==> src/rtl/lp_seq_pkg.sv <==
package lp_seq_pkg;
  typedef enum logic [2:0] {
    LP_ACTIVE  = 3'd0,
    LP_PD      = 3'd1,
    LP_SR      = 3'd2,
    LP_SRGATE  = 3'd3,
    LP_SRPD    = 3'd4,
    LP_STANDBY = 3'd5
  } lp_level_e;

  localparam int LP_NUM = 6;
  // number of tiers whose threshold is expressed in 1024-cycle units
  localparam int LP_SCALED = 3;
endpackage

==> src/rtl/lp_idle_counter.sv <==
module lp_idle_counter #(
  parameter int RAW_W    = 16,
  parameter int KILO_W   = 8,
  parameter int DIV_LOG2 = 10
) (
  input  logic              clk,
  input  logic              rst_n,
  input  logic              bus_busy,
  output logic [RAW_W-1:0]  raw_cnt,
  output logic [KILO_W-1:0] kilo_cnt
);
  localparam logic [DIV_LOG2-1:0] PRE_LAST = {DIV_LOG2{1'b1}};
  localparam logic [RAW_W-1:0]    RAW_MAX  = {RAW_W{1'b1}};
  localparam logic [KILO_W-1:0]   KILO_MAX = {KILO_W{1'b1}};

  logic [DIV_LOG2-1:0] pre_q;

  always_ff @(posedge clk) begin
    if (!rst_n || bus_busy) begin
      raw_cnt  <= '0;
      kilo_cnt <= '0;
      pre_q    <= '0;
    end else begin
      if (raw_cnt != RAW_MAX) raw_cnt <= raw_cnt + 1'b1;
      pre_q <= pre_q + 1'b1;
      if (pre_q == PRE_LAST && kilo_cnt != KILO_MAX) kilo_cnt <= kilo_cnt + 1'b1;
    end
  end

  // activity empties both counts on the next edge
  a_r6_busy_clears: assert property (@(posedge clk) disable iff (!rst_n)
    bus_busy |=> (raw_cnt == '0 && kilo_cnt == '0));

  // coarse count moves by at most one step and never wraps
  a_r10_kilo_step: assert property (@(posedge clk) disable iff (!rst_n)
    !bus_busy |=> (kilo_cnt == $past(kilo_cnt) || kilo_cnt == $past(kilo_cnt) + 1'b1));
endmodule

==> src/rtl/lp_level_select.sv <==
module lp_level_select
  import lp_seq_pkg::*;
#(
  parameter int RAW_W  = 16,
  parameter int KILO_W = 8,
  parameter int PD_W   = 8,
  parameter int SB_W   = 16
) (
  input  logic [RAW_W-1:0]                 raw_cnt,
  input  logic [KILO_W-1:0]                kilo_cnt,
  input  logic                             dram_is_lp4,
  input  logic [PD_W-1:0]                  thr_pd,
  input  logic [LP_SCALED-1:0][KILO_W-1:0] thr_scaled,
  input  logic [SB_W-1:0]                  thr_standby,
  output lp_level_e                        target
);
  logic [LP_NUM-1:0] hit;
  logic [RAW_W-1:0]  pd_ext, sb_ext;

  assign pd_ext = RAW_W'(thr_pd);
  assign sb_ext = RAW_W'(thr_standby);

  assign hit[0] = 1'b1;
  assign hit[1] = (thr_pd != '0) && (raw_cnt >= pd_ext);

  for (genvar g = 0; g < LP_SCALED; g++) begin : g_scaled
    logic reached;
    assign reached = (thr_scaled[g] != '0) && (kilo_cnt >= thr_scaled[g]);
    if (g + 2 == int'(LP_SRPD)) begin : g_lp4_only
      assign hit[g+2] = reached && dram_is_lp4;
    end else begin : g_any_type
      assign hit[g+2] = reached;
    end
  end

  assign hit[5] = (thr_standby != '0) && (raw_cnt >= sb_ext);

  // deepest reached tier wins
  always_comb begin
    target = LP_ACTIVE;
    for (int i = 1; i < LP_NUM; i++) begin
      if (hit[i]) target = lp_level_e'(3'(i));
    end
  end
endmodule

==> src/rtl/dram_idle_lp_seq.sv <==
module dram_idle_lp_seq
  import lp_seq_pkg::*;
#(
  parameter int PD_W     = 8,
  parameter int SC_W     = 8,
  parameter int SB_W     = 16,
  parameter int RAW_W    = 16,
  parameter int DIV_LOG2 = 10
) (
  input  logic             clk,
  input  logic             rst_n,
  input  logic             bus_busy,
  input  logic             dram_is_lp4,
  input  logic [PD_W-1:0]  thr_pd,
  input  logic [SC_W-1:0]  thr_sr,
  input  logic [SC_W-1:0]  thr_sr_gate,
  input  logic [SC_W-1:0]  thr_srpd,
  input  logic [SB_W-1:0]  thr_standby,
  output logic [5:0]       lvl_onehot,
  output logic             gate_ctrl_clk,
  output logic             gate_phy_clk,
  output logic             gate_dram_clk
);
  logic [RAW_W-1:0]              raw_cnt;
  logic [SC_W-1:0]               kilo_cnt;
  logic [LP_SCALED-1:0][SC_W-1:0] thr_scaled;
  lp_level_e                     target, level_q;
  logic                          wake_q;

  assign thr_scaled = {thr_srpd, thr_sr_gate, thr_sr};

  lp_idle_counter #(.RAW_W(RAW_W), .KILO_W(SC_W), .DIV_LOG2(DIV_LOG2)) u_cnt (
    .clk(clk), .rst_n(rst_n), .bus_busy(bus_busy),
    .raw_cnt(raw_cnt), .kilo_cnt(kilo_cnt)
  );

  lp_level_select #(.RAW_W(RAW_W), .KILO_W(SC_W), .PD_W(PD_W), .SB_W(SB_W)) u_sel (
    .raw_cnt(raw_cnt), .kilo_cnt(kilo_cnt), .dram_is_lp4(dram_is_lp4),
    .thr_pd(thr_pd), .thr_scaled(thr_scaled), .thr_standby(thr_standby),
    .target(target)
  );

  // gates drop on the busy edge; the state follows one edge later
  always_ff @(posedge clk) begin
    if (!rst_n) begin
      level_q       <= LP_ACTIVE;
      wake_q        <= 1'b0;
      gate_ctrl_clk <= 1'b0;
      gate_phy_clk  <= 1'b0;
      gate_dram_clk <= 1'b0;
    end else begin
      wake_q <= bus_busy;
      if (wake_q)         level_q <= LP_ACTIVE;
      else if (!bus_busy) level_q <= target;
      if (bus_busy || wake_q) begin
        gate_ctrl_clk <= 1'b0;
        gate_phy_clk  <= 1'b0;
        gate_dram_clk <= 1'b0;
      end else begin
        gate_ctrl_clk <= (target == LP_SRGATE) || (target == LP_STANDBY);
        gate_phy_clk  <= (target == LP_STANDBY);
        gate_dram_clk <= (target == LP_STANDBY);
      end
    end
  end

  assign lvl_onehot = 6'(1) << level_q;

  // state output is always one-hot
  a_r1_onehot: assert property (@(posedge clk) disable iff (!rst_n)
    $onehot(lvl_onehot));

  // gates released on the busy edge, state active one edge later
  a_r7_gates_release: assert property (@(posedge clk) disable iff (!rst_n)
    bus_busy |=> (!gate_ctrl_clk && !gate_phy_clk && !gate_dram_clk));
  a_r7_active_after: assert property (@(posedge clk) disable iff (!rst_n)
    bus_busy |=> ##1 (lvl_onehot == 6'b000001));

  // controller gate only in a gated state
  a_r4_ctrl_gate_state: assert property (@(posedge clk) disable iff (!rst_n)
    gate_ctrl_clk |-> (lvl_onehot[3] || lvl_onehot[5]));

  // dram and phy gates only in standby
  a_r9_full_gate_state: assert property (@(posedge clk) disable iff (!rst_n)
    (gate_dram_clk || gate_phy_clk) |-> lvl_onehot[5]);

  // lite state entered only with an LPDDR4 part
  a_r5_lp4_only: assert property (@(posedge clk) disable iff (!rst_n)
    $rose(lvl_onehot[4]) |-> $past(dram_is_lp4));
endmodule

==> config.mk <==
export PLATFORM = sky130hd
export DESIGN_NAME = dram_idle_lp_seq
export DESIGN_NICKNAME = d
export VERILOG_FILES = /design/src/rtl/lp_seq_pkg.sv /design/src/rtl/lp_idle_counter.sv /design/src/rtl/lp_level_select.sv /design/src/rtl/dram_idle_lp_seq.sv
export SDC_FILE = /design/constraint.sdc
export NUM_CORES = 1
export LEC_CHECK = 0
export BUFFER_PORTS_ARGS = -buffer_cell sky130_fd_sc_hd__buf_4
export CAP_MARGIN = 30
export CORE_UTILIZATION = 52
export CTS_BUF_LIST = sky130_fd_sc_hd__clkbuf_8
export DETAILED_ROUTE_END_ITERATION = 6
export PLACE_DENSITY = 0.76
export SYNTH_ARGS = -nofsm -noshare
export SYNTH_HDL_FRONTEND = slang
export SYNTH_SLANG_ARGS = --single-unit
==> constraint.sdc <==
create_clock -name clk -period 2.5 [get_ports clk]
set_clock_uncertainty 0.15 [all_clocks]
set_input_delay 0.375 -clock clk [delete_from_list [all_inputs] [get_ports clk]]
set_output_delay 0.375 -clock clk [all_outputs]
set_load 0.02 [all_outputs]
==> out/metrics.csv <==
metric,value,unit
setup_violations,0,
sort_of_element_at_the_end_of_the_critical_path,flip-flop,
r2r.worst_path.cells,5,
largest_family_of_logic_cells_by_synthesized_area,simple AND/OR/NAND/NOR gates,
post-route-drc-count,0,
cts_made_buffers,5,
wirelength,6.52,mm
ctsRootBufferMaster,clkbuf_8,
detailed_place.area,0.00357,mm^2
antenna_found_initial,0,
detailroute.via_count,2789,
synth_sequential_area_ratio,26.6,%
layout.core_utilization,66.1,%
wl_per_cell,12.7,um
gr-usage-all-layers,22.8,%
synth.ff_latch_count,40,
grt_most_used_layer,met2,
cts_tree,yes,
fin_crit_sh,91.4,%
outcome,"complete, no violations",
layout_cells_sized_above_1,18.1,%
critical_path_peak_fanout,5,
final_max_slew_viol_count,0,
die_width,78.1,um
synth.largest_area_cell,dfxtp_1,
unrepaired_setup_endpoints_after_global_routing,false,
power_per_cell_area,345,mW/mm^2
placedCellCount,506,
std_cell_rows,27,
port_buffers,60,
detail_route.first_pass.iterations,4,
design.die.area,0.00611,mm^2
grt_util_met3,4.42,%
post-synth-top-count-cell,ha_1,
worstHoldPathType,primary input to flip-flop,
post-dp-hpwl,5.33,mm
data_arrival_critical_path,2310,ps
core,0.00554,mm^2
post_synth_num_cell_types,50,
synth_top_area_share,26.6,%
hold_bufs_at_cts,0,
grt_max_degree,31,
synth_commonest_cells,"51 x ha_1, 48 x inv_1, 40 x dfxtp_1",
drtAntennaViolNets,0,
basic_gate_share_of_the_synthesized_area_counting_and_or_nand_and_nor_cells,25.7,%
cp.required,2530,ps
grt_overflow,0,
clk_transition_reported_paths,80,ps
highest_ir_drop_seen_on_vdd,0.294,mV
post_layout_nonfiller_instances,514,
finalWorstPathRequiredPeriod,2290,ps
max_slew_margin,55.0,%
crit_type,flip-flop to flip-flop,
gp_congestion,0.864,
fin_total_pwr,1.27,mW
via_per_inst,5.43,
clock_insertion_delay_worst_skew,290,ps
post_synth.cell_area_avg,8.06,um^2
cts-htree-levels,2,
final.setup.tns,0,ps
drt_iter0_markers,109,
post_synth_mux_area_share,0.332,%
post_cts.resized_instances,0,
cts_sinks,40,
synth-edff-count,0,
netlist_top_cells_area,"dfxtp_1 27%, ha_1 21%, inv_1 6.0%",
post_synth_xor_area_fraction,6.68,%
finish.instance_area,0.00366,mm^2
grt_pass1_wl,11.2,mm
initial_core_util,54.4,%
hold_viol,0,
synthesis.area,0.00301,mm^2
diodes,0,
timing.reg2reg.setup_slack,210,ps
synthesis.nets,477,
cts_setup_buffers,0,
max_cap_violations,0,
tightest_slew,658,ps
postSynth.asyncResetShare,0,%
synthToLayoutAreaGrowth,21.6,%
cts.path.max_buffers,2,
dieHeight,78.1,um
p_leak,1.75,nW
synth.yosys.warnings,0,
grt_pass1_vias,2670,
synth_fa_ha_area_share,21.2,%
layout.nets,544,
groute.layer.met2.usage,39.7,%
netlist_instances,374,
fmax,438,MHz
worstHoldPathCells,2,
io_pins,61,
area_fraction_in_compound_gates_after_synthesis,12.6,%
global_route.usage.met1,28.5,%
synth-main-ff-cell,dfxtp_1,
setup.worst_path.start_class,flip-flop,
==> critical path, cell delays in order (launching register included) <==
cell,delay (ps)
dfxtp_1,360
or4_1,530
a2111oi_0,630
nand4_1,200
a31oi_1,200
o22ai_1,90
==> flip-flops by register name (all words and copies together), names as in the netlist <==
signal          cells
wake_q              1
level_q             3
gate_dram_clk       1
u_cnt.kilo_cnt      8
gate_ctrl_clk       1
u_cnt.pre_q        10
u_cnt.raw_cnt      16
==> area by class of cell <==
type | count | area, um^2
fill | 502 | 1880
clock buffer | 6 | 82.6
clock inverter | 2 | 11.3
tap | 72 | 90.1
timing repair buffer | 66 | 495
inverter | 48 | 180
sequential | 40 | 801
multi-input combinational | 280 | 2000
==> kinds of logic after synthesis <==
group	after synthesis
AO/OA/AOI/OAI	57
XOR/XNOR	23
adder cells (fa/ha/maj)	51
buffers and inverters	54
flip-flops	40
multiplexers	1
AND/OR/NAND/NOR	148
==> layout by cell type, fill, tap and decap left out, types with 2 or more instances in the layout <==
cell type and count:
nor2b_1 6, inv_1 49, nor3_1 9, xnor2_1 14
nand2b_1 9, nor4_1 15, a31oi_1 4, nor2_1 36
and2_1 2, clkbuf_8 6, nor3b_1 3, o211ai_1 2
and3_1 5, o21ai_1 2, o21a_1 2, o2111ai_1 3
buf_4 66, a211oi_1 3, and4_1 2, a21oi_1 15
nand2_1 22, xor2_1 9, ha_1 51, o21ai_0 10
nand3_1 17, or3_1 7, dfxtp_1 40, nand4_1 8
a2111oi_0 2, a21o_1 3
==> routing by layer <==
| layer | part of all wire [%] | wire length, um | up-vias |
|---|---|---|---|
| li1 | - | - | 1459 |
| met4 | 1.0 | 65 | 0 |
| met1 | 48 | 3100 | 1259 |
| met5 | 0 | 0 | - |
| met3 | 5.4 | 353 | 8 |
| met2 | 46 | 3000 | 63 |
==> report_power, final <==
part	switching [mW]	internal, mW	total (mW)
clock	0.222	0.220	0.442
combinational	0.0812	0.0947	0.176
sequential	0.00530	0.642	0.647
total	0.308	0.957	1.27
==> worst paths after layout <==
| kind | endpoint | from |
|---|---|---|
| max | level_q[0] | u_cnt.raw_cnt[11] |
| min | wake_q | rst_n |
| max reg2reg | level_q[0] | u_cnt.raw_cnt[11] |
| min reg2reg | u_cnt.pre_q[0] | u_cnt.pre_q[0] |
==> per-stage QoR <==
stage	hold WS, ps	setup slack, ps
after floorplan	280	413
after global placement	294	214
after detailed placement	308	157
after CTS	170	233
after global routing	171	30.5
final	175	215
No activity file was read; power rests on OpenSTA's default activity.
